[src/rtl/pfx_bitops_pkg.sv]
package pfx_bitops_pkg;
    localparam int DATA_W = 8;
    localparam int OP_W   = 8;
    localparam int SLOT_W = 3;
    localparam int FLAG_W = 4;

    localparam logic [SLOT_W-1:0] SLOT_MEM = 3'd6;
    localparam logic [SLOT_W-1:0] SLOT_A   = 3'd7;

    typedef enum logic [1:0] {
        G_ROT  = 2'd0,
        G_TEST = 2'd1,
        G_CLR  = 2'd2,
        G_SET  = 2'd3
    } group_e;

    typedef enum logic [2:0] {
        K_RLC  = 3'd0,
        K_RRC  = 3'd1,
        K_RL   = 3'd2,
        K_RR   = 3'd3,
        K_SLA  = 3'd4,
        K_SRA  = 3'd5,
        K_SWAP = 3'd6,
        K_SRL  = 3'd7
    } rot_kind_e;

    typedef struct packed {
        logic z;
        logic n;
        logic h;
        logic c;
    } flag_t;

    typedef enum logic [1:0] {
        S_IDLE  = 2'd0,
        S_FETCH = 2'd1,
        S_EXEC  = 2'd2,
        S_FIN   = 2'd3
    } state_e;
endpackage

[src/rtl/pfx_rot_shift.sv]
module pfx_rot_shift
    import pfx_bitops_pkg::*;
#(
    parameter int DW = DATA_W
) (
    input  logic [DW-1:0] din,
    input  logic [2:0]    kind,
    input  logic          c_in,
    input  logic          force_z0,
    output logic [DW-1:0] dout,
    output flag_t         fl
);
    localparam int HALF = DW / 2;

    logic c_new;

    always_comb begin
        dout  = din;
        c_new = 1'b0;
        unique case (rot_kind_e'(kind))
            K_RLC: begin
                dout  = {din[DW-2:0], din[DW-1]};
                c_new = din[DW-1];
            end
            K_RRC: begin
                dout  = {din[0], din[DW-1:1]};
                c_new = din[0];
            end
            K_RL: begin
                dout  = {din[DW-2:0], c_in};
                c_new = din[DW-1];
            end
            K_RR: begin
                dout  = {c_in, din[DW-1:1]};
                c_new = din[0];
            end
            K_SLA: begin
                dout  = {din[DW-2:0], 1'b0};
                c_new = din[DW-1];
            end
            K_SRA: begin
                dout  = {din[DW-1], din[DW-1:1]};
                c_new = din[0];
            end
            K_SWAP: begin
                dout  = {din[HALF-1:0], din[DW-1:HALF]};
                c_new = 1'b0;
            end
            K_SRL: begin
                dout  = {1'b0, din[DW-1:1]};
                c_new = din[0];
            end
            default: begin
                dout  = din;
                c_new = 1'b0;
            end
        endcase
        fl.z = force_z0 ? 1'b0 : (dout == '0);
        fl.n = 1'b0;
        fl.h = 1'b0;
        fl.c = c_new;
    end
endmodule

[src/rtl/pfx_bit_ops.sv]
module pfx_bit_ops
    import pfx_bitops_pkg::*;
#(
    parameter int DW = DATA_W,
    localparam int IW = $clog2(DW)
) (
    input  logic [DW-1:0] din,
    input  group_e        grp,
    input  logic [IW-1:0] idx,
    input  flag_t         fin,
    output logic [DW-1:0] dout,
    output flag_t         fout
);
    logic [DW-1:0] mask;

    for (genvar i = 0; i < DW; i++) begin : g_mask
        assign mask[i] = (idx == IW'(i));
    end

    always_comb begin
        dout = din;
        fout = fin;
        unique case (grp)
            G_TEST: begin
                dout   = din;
                fout.z = ~|(din & mask);
                fout.n = 1'b0;
                fout.h = 1'b1;
                fout.c = fin.c;
            end
            G_CLR:   dout = din & ~mask;
            G_SET:   dout = din | mask;
            default: dout = din;
        endcase
    end
endmodule

[src/rtl/pfx_bitops_unit.sv]
module pfx_bitops_unit
    import pfx_bitops_pkg::*;
#(
    parameter int DW = DATA_W
) (
    input  logic              clk,
    input  logic              rst_n,
    input  logic              start,
    input  logic              acc_only,
    input  logic [OP_W-1:0]   sub_op,
    input  logic [DW-1:0]     rf_rdata,
    input  logic [FLAG_W-1:0] flags_in,
    output logic              mem_rd,
    input  logic              mem_rvalid,
    input  logic [DW-1:0]     mem_rdata,
    output logic              mem_wr,
    output logic [DW-1:0]     mem_wdata,
    output logic              wb_en,
    output logic [SLOT_W-1:0] wb_slot,
    output logic [DW-1:0]     wb_data,
    output logic              flags_we,
    output logic [FLAG_W-1:0] flags_out,
    output logic              done
);
    localparam int IW = $clog2(DW);

    state_e            state, nxt;
    group_e            grp_q;
    logic [2:0]        sel_q;
    logic [SLOT_W-1:0] slot_q;
    logic              acc_q;
    logic [DW-1:0]     opnd_q;
    logic [DW-1:0]     res_q;
    flag_t             fin_q;
    flag_t             fout_q;

    logic [DW-1:0] rs_out, bo_out;
    flag_t         rs_fl, bo_fl;
    logic          is_mem, writes;

    assign is_mem = (slot_q == SLOT_MEM);
    assign writes = (grp_q != G_TEST);

    pfx_rot_shift #(.DW(DW)) u_rot (
        .din      (opnd_q),
        .kind     (sel_q),
        .c_in     (fin_q.c),
        .force_z0 (acc_q),
        .dout     (rs_out),
        .fl       (rs_fl)
    );

    pfx_bit_ops #(.DW(DW)) u_bit (
        .din  (opnd_q),
        .grp  (grp_q),
        .idx  (IW'(sel_q)),
        .fin  (fin_q),
        .dout (bo_out),
        .fout (bo_fl)
    );

    // next-state logic
    always_comb begin
        nxt = state;
        unique case (state)
            S_IDLE:  if (start) nxt = (!acc_only && sub_op[2:0] == SLOT_MEM) ? S_FETCH : S_EXEC;
            S_FETCH: if (mem_rvalid) nxt = S_EXEC;
            S_EXEC:  nxt = S_FIN;
            S_FIN:   nxt = S_IDLE;
            default: nxt = S_IDLE;
        endcase
    end

    // state register
    always_ff @(posedge clk or negedge rst_n) begin
        if (!rst_n) state <= S_IDLE;
        else        state <= nxt;
    end

    // operand capture and result register
    always_ff @(posedge clk or negedge rst_n) begin
        if (!rst_n) begin
            grp_q  <= G_ROT;
            sel_q  <= '0;
            slot_q <= '0;
            acc_q  <= 1'b0;
            opnd_q <= '0;
            res_q  <= '0;
            fin_q  <= '0;
            fout_q <= '0;
        end else begin
            unique case (state)
                S_IDLE: if (start) begin
                    grp_q  <= acc_only ? G_ROT : group_e'(sub_op[7:6]);
                    sel_q  <= sub_op[5:3];
                    slot_q <= acc_only ? SLOT_A : sub_op[2:0];
                    acc_q  <= acc_only;
                    opnd_q <= rf_rdata;
                    fin_q  <= flag_t'(flags_in);
                end
                S_FETCH: if (mem_rvalid) opnd_q <= mem_rdata;
                S_EXEC: begin
                    if (grp_q == G_ROT) begin
                        res_q  <= rs_out;
                        fout_q <= rs_fl;
                    end else begin
                        res_q  <= bo_out;
                        fout_q <= bo_fl;
                    end
                end
                default: ;
            endcase
        end
    end

    // outputs
    always_comb begin
        mem_rd    = (state == S_FETCH);
        done      = (state == S_FIN);
        wb_en     = done && !is_mem && writes;
        mem_wr    = done && is_mem && writes;
        flags_we  = done && (grp_q == G_ROT || grp_q == G_TEST);
        wb_slot   = slot_q;
        wb_data   = res_q;
        mem_wdata = res_q;
        flags_out = fout_q;
    end

    // read request held until data returns
    p_rd_hold_r8: assert property (@(posedge clk) disable iff (!rst_n)
        mem_rd && !mem_rvalid |=> mem_rd);
    // memory write comes only after a read
    p_wr_after_rd_r8: assert property (@(posedge clk) disable iff (!rst_n)
        $rose(mem_rd) |=> !mem_wr);
    // done is a single-cycle pulse
    p_done_pulse_r10: assert property (@(posedge clk) disable iff (!rst_n)
        done |=> !done);
    // a completion without any write carries test flags
    p_test_flags_r6: assert property (@(posedge clk) disable iff (!rst_n)
        done && flags_we && !wb_en && !mem_wr |-> flags_out[2:1] == 2'b01);
    // clear/set always write their result somewhere
    p_clrset_write_r7: assert property (@(posedge clk) disable iff (!rst_n)
        done && !flags_we |-> (wb_en || mem_wr));
    // group-0 operations clear N and H
    p_rot_nh_r5: assert property (@(posedge clk) disable iff (!rst_n)
        done && grp_q == G_ROT |-> flags_out[2:1] == 2'b00);
    // accumulator mode writes A with Z clear
    p_acc_z_r9: assert property (@(posedge clk) disable iff (!rst_n)
        done && acc_q |-> !flags_out[3] && wb_slot == SLOT_A && wb_en);
endmodule

[config.mk]
export PLATFORM = sky130hd
export DESIGN_NAME = pfx_bitops_unit
export DESIGN_NICKNAME = d
export VERILOG_FILES = /design/src/rtl/pfx_bitops_pkg.sv /design/src/rtl/pfx_rot_shift.sv /design/src/rtl/pfx_bit_ops.sv /design/src/rtl/pfx_bitops_unit.sv
export SDC_FILE = /design/constraint.sdc
export NUM_CORES = 1
export LEC_CHECK = 0
export ABC_AREA = 1
export BUFFER_PORTS_ARGS = -buffer_cell sky130_fd_sc_hd__buf_2
export CORE_MARGIN = 3
export CORE_UTILIZATION = 56
export DETAILED_ROUTE_END_ITERATION = 8
export GPL_TIMING_DRIVEN = 0
export PLACE_DENSITY = 0.88
export SKIP_CTS_REPAIR_TIMING = 1
export SLEW_MARGIN = 20
export SYNTH_ARGS = -nofsm -noshare
export SYNTH_HDL_FRONTEND = slang
export SYNTH_SLANG_ARGS = --single-unit
[constraint.sdc]
create_clock -name clk -period 3.2 [get_ports clk]
set_clock_uncertainty 0.05 [all_clocks]
set_input_delay 0.16 -clock clk [delete_from_list [all_inputs] [get_ports clk]]
set_output_delay 0.16 -clock clk [all_outputs]
set_load 0.005 [all_outputs]
==> metrics.md <==
| Metric | Value |
|---|---|
| Status | `complete, no violations` |
| Core area | `3720 sq um` |
| Tcrit/Tclk final | `60.7%` |
| Initial drt markers | `203` |
| # Max-Cap Violations | `0` |
| RePlAce Congestion | `0.943` |
| Die H | `68.7 um` |
| Port bufs | `60` |
| CP Max Fanout | `9` |
| CP Cell Sequence | `inv_1 > ha_1 > buf_2 > clkinv_1 > a21oi_1 > nand2_1 > inv_1 > a21oi_1` |
| Mapped Cells | `302` |
| Synthesized cell area | `2200 sq um` |
| Max Clock Freq | `515 MHz` |
| H-Tree Depth | `2` |
| DRT Pass-1 Iters | `5` |
| Post-Place Worst Slack | `1.26 ns` |
| Final hold violation count | `0` |
| Root Driver | `clkbuf_8` |
| Share of cells above drive strength 1 | `27.5%` |
| Post-synth EDFFs | `0` |
| Slowest library cell on the worst path | `dfrtp_1` |
| Leak | `1.38 nW` |
| Crit path DAT | `2.08 ns` |
| Final Total Pwr | `2.80 mW` |
| Setup Total Neg Slack | `0 ns` |
| DRT Wirelength | `5.89 mm` |
| Area delta synth->final | `21.0%` |
| Yosys top cell area share | `39.7%` |
| Total clock sinks | `35` |
| Hold Crit Class | `in2reg` |
| Site Rows | `22` |
| Avg WL per Cell | `14.1 um` |
| Endpoint class of the critical path | `register` |
| Post-detail-place hpwl | `4.49 mm` |
| I/O Pins | `61` |
| Largest net degree at the start of global routing | `36` |
| Clock buffer depth | `2` |
| Post-synthesis async set-or-reset flop share | `100%` |
| Synth cell types | `30` |
| # fillers | `327` |
| Synthesized Nets | `340` |
| Setup ws final | `1.26 ns` |
| Max Slew Vio Count | `0` |
| Initial antenna violation count | `0` |
| Total number of vias | `2261` |
| Crit path time final | `1.94 ns` |
| Clock Latency Late Sink | `0.29 ns` |
| Endpoints failing setup | `0` |
| RSZ-0062 raised after global routing | `no` |
| First-pass GRT wire length | `9.34 mm` |
| Antenna Violating Nets Remaining | `0` |
| Slew HR | `48.0%` |
| # nets final | `408` |
| Setup CP Type | `reg2reg` |
| Antenna diode count | `0` |
| FF-to-FF path depth | `8` |
| Die Area | `4730 sq um` |
| Syn avg cell area | `7.30 sq um` |
| Cts bufs inserted | `5` |
| Vias in the first global route | `1978` |
| CP peak stage delay | `0.41 ns` |
| Synthesis Warnings | `0` |
| Initial core utilization | `59.3%` |
| Reg clk slew, reported paths | `0.08 ns` |
| VDD IR max | `664 uV` |
| Synth top area cells | `dfrtp_1 (40%), nand2_1 (12%), o21ai_0 (8.4%)` |
| Vias per cell | `5.40` |
| Register bit total from synthesis | `35` |
| DRC | `0` |
| Largest area contributor in the netlist | `dfrtp_1` |
| Hold depth | `3` |
| Measured slew at the worst slew-check pin | `0.781 ns` |
| Critical Path RT | `3.34 ns` |
| Die W | `68.7 um` |
| Seq/Total Area, Yosys | `39.7%` |
| Grt total ovfl | `0` |
| PwrDens | `1050 nW/um^2` |
| TritonCTS clock tree | `done` |
| GRT Overall Usage | `27.3%` |
| Ys flop type | `dfrtp_1` |
| CP startpoint kind | `register` |
[synthesized netlist by cell type, types with 2 or more instances]
library cell  instances
a21oi_1              16
a22oi_1               3
buf_2                 4
buf_4                10
buf_6                 2
clkbuf_1              3
clkinv_1              2
dfrtp_1              35
ha_1                  5
inv_1                25
inv_2                 4
nand2_1              70
nand3_1              13
nand4_1              10
nor2_1               31
nor3_1                4
o211ai_1              8
o21ai_0              37
or2_2                 9
[area by class of cell]
class	count	area (sq um)	area share [%]
repair buffers	61	310	11.6
multi-input cells	217	1080	40.6
inverters	31	116	4.36
flip-flops and latches	35	876	32.8
clock buffers	5	68.8	2.58
clock inverters	3	23.8	0.891
plain buffers	19	129	4.83
well taps	48	60.1	2.25
[flip-flops by register name (all words and copies together), names as in the netlist]
signal     cells
grp_q          2
wb_slot        3
mem_wdata      8
acc_q          1
state          2
opnd_q         8
flags_out      4
fin_q          4
sel_q          3
[per-layer routing]
| layer | wire length (um) | share of wire [%] | global-route usage (%) | vias to the layer above |
|---|---|---|---|---|
| met4 | 79 | 1.3 | 8.27 | 0 |
| met1 | 2480 | 42 | 35.1 | 1023 |
| met3 | 503 | 8.5 | 7.29 | 8 |
| met5 | 0 | 0 | 0 | - |
| li1 | - | - | - | 1130 |
| met2 | 2830 | 48 | 44.8 | 100 |
[critical path, delay by kind of cell, from the launching register on]
kind,cells,cell delay (ns)
buffers and inverters,4,0.76
DFF,1,0.41
AOI/OAI and AO/OA,2,0.36
adders and majority gates,1,0.15
and+or+nand+nor,1,0.09
[where the power goes]
group	total, mW	switching, mW	internal [mW]
sequential	0.857	0.193	0.664
combinational	1.60	0.972	0.629
clock	0.339	0.184	0.156
total	2.80	1.35	1.45
[path summary, 6_finish.rpt]
path,startpoint,end,slack (ns)
setup / recovery,state[0],flags_out[3],1.26
hold / removal,flags_in[3],fin_q[3],0.008
setup reg to reg,state[0],flags_out[3],1.26
hold reg to reg,flags_out[2],flags_out[2],0.43
max in group asynchronous,rst_n,sel_q[0],2.18
min in group asynchronous,rst_n,mem_wdata[1],0.43
[metrics by stage]
stage                     instance area [sq um]  hold slack [ns]  util [%]  instances
after global routing                       2670           0.0129      71.8        419
after CTS                                  2660          -0.0918      71.5        418
after global placement                     2560            0.221      69.0        410
after floorplan                            2200           -0.186         -        302
final                                      2670          0.00816      71.8        419
after detailed placement                   2560            0.228      69.0        410
[layout by cell type, fill, tap and decap left out, types with 9 or more instances in the layout]
cell type  instances
a21oi_1           16
buf_2             64
buf_4             10
dfrtp_1           35
inv_1             25
nand2_1           70
nand3_1           13
nand4_1           10
nor2_1            31
o21ai_0           37
or2_2              9
[cell families after synthesis]
kind of cell / Yosys count / synth area share (%)
fa+ha+maj: 5 / 2.84
buf+inv: 50 / 11.1
flops: 35 / 39.7
simple gates: 141 / 28.0
compound gates: 71 / 18.3
(Power assumes the default switching activity.)
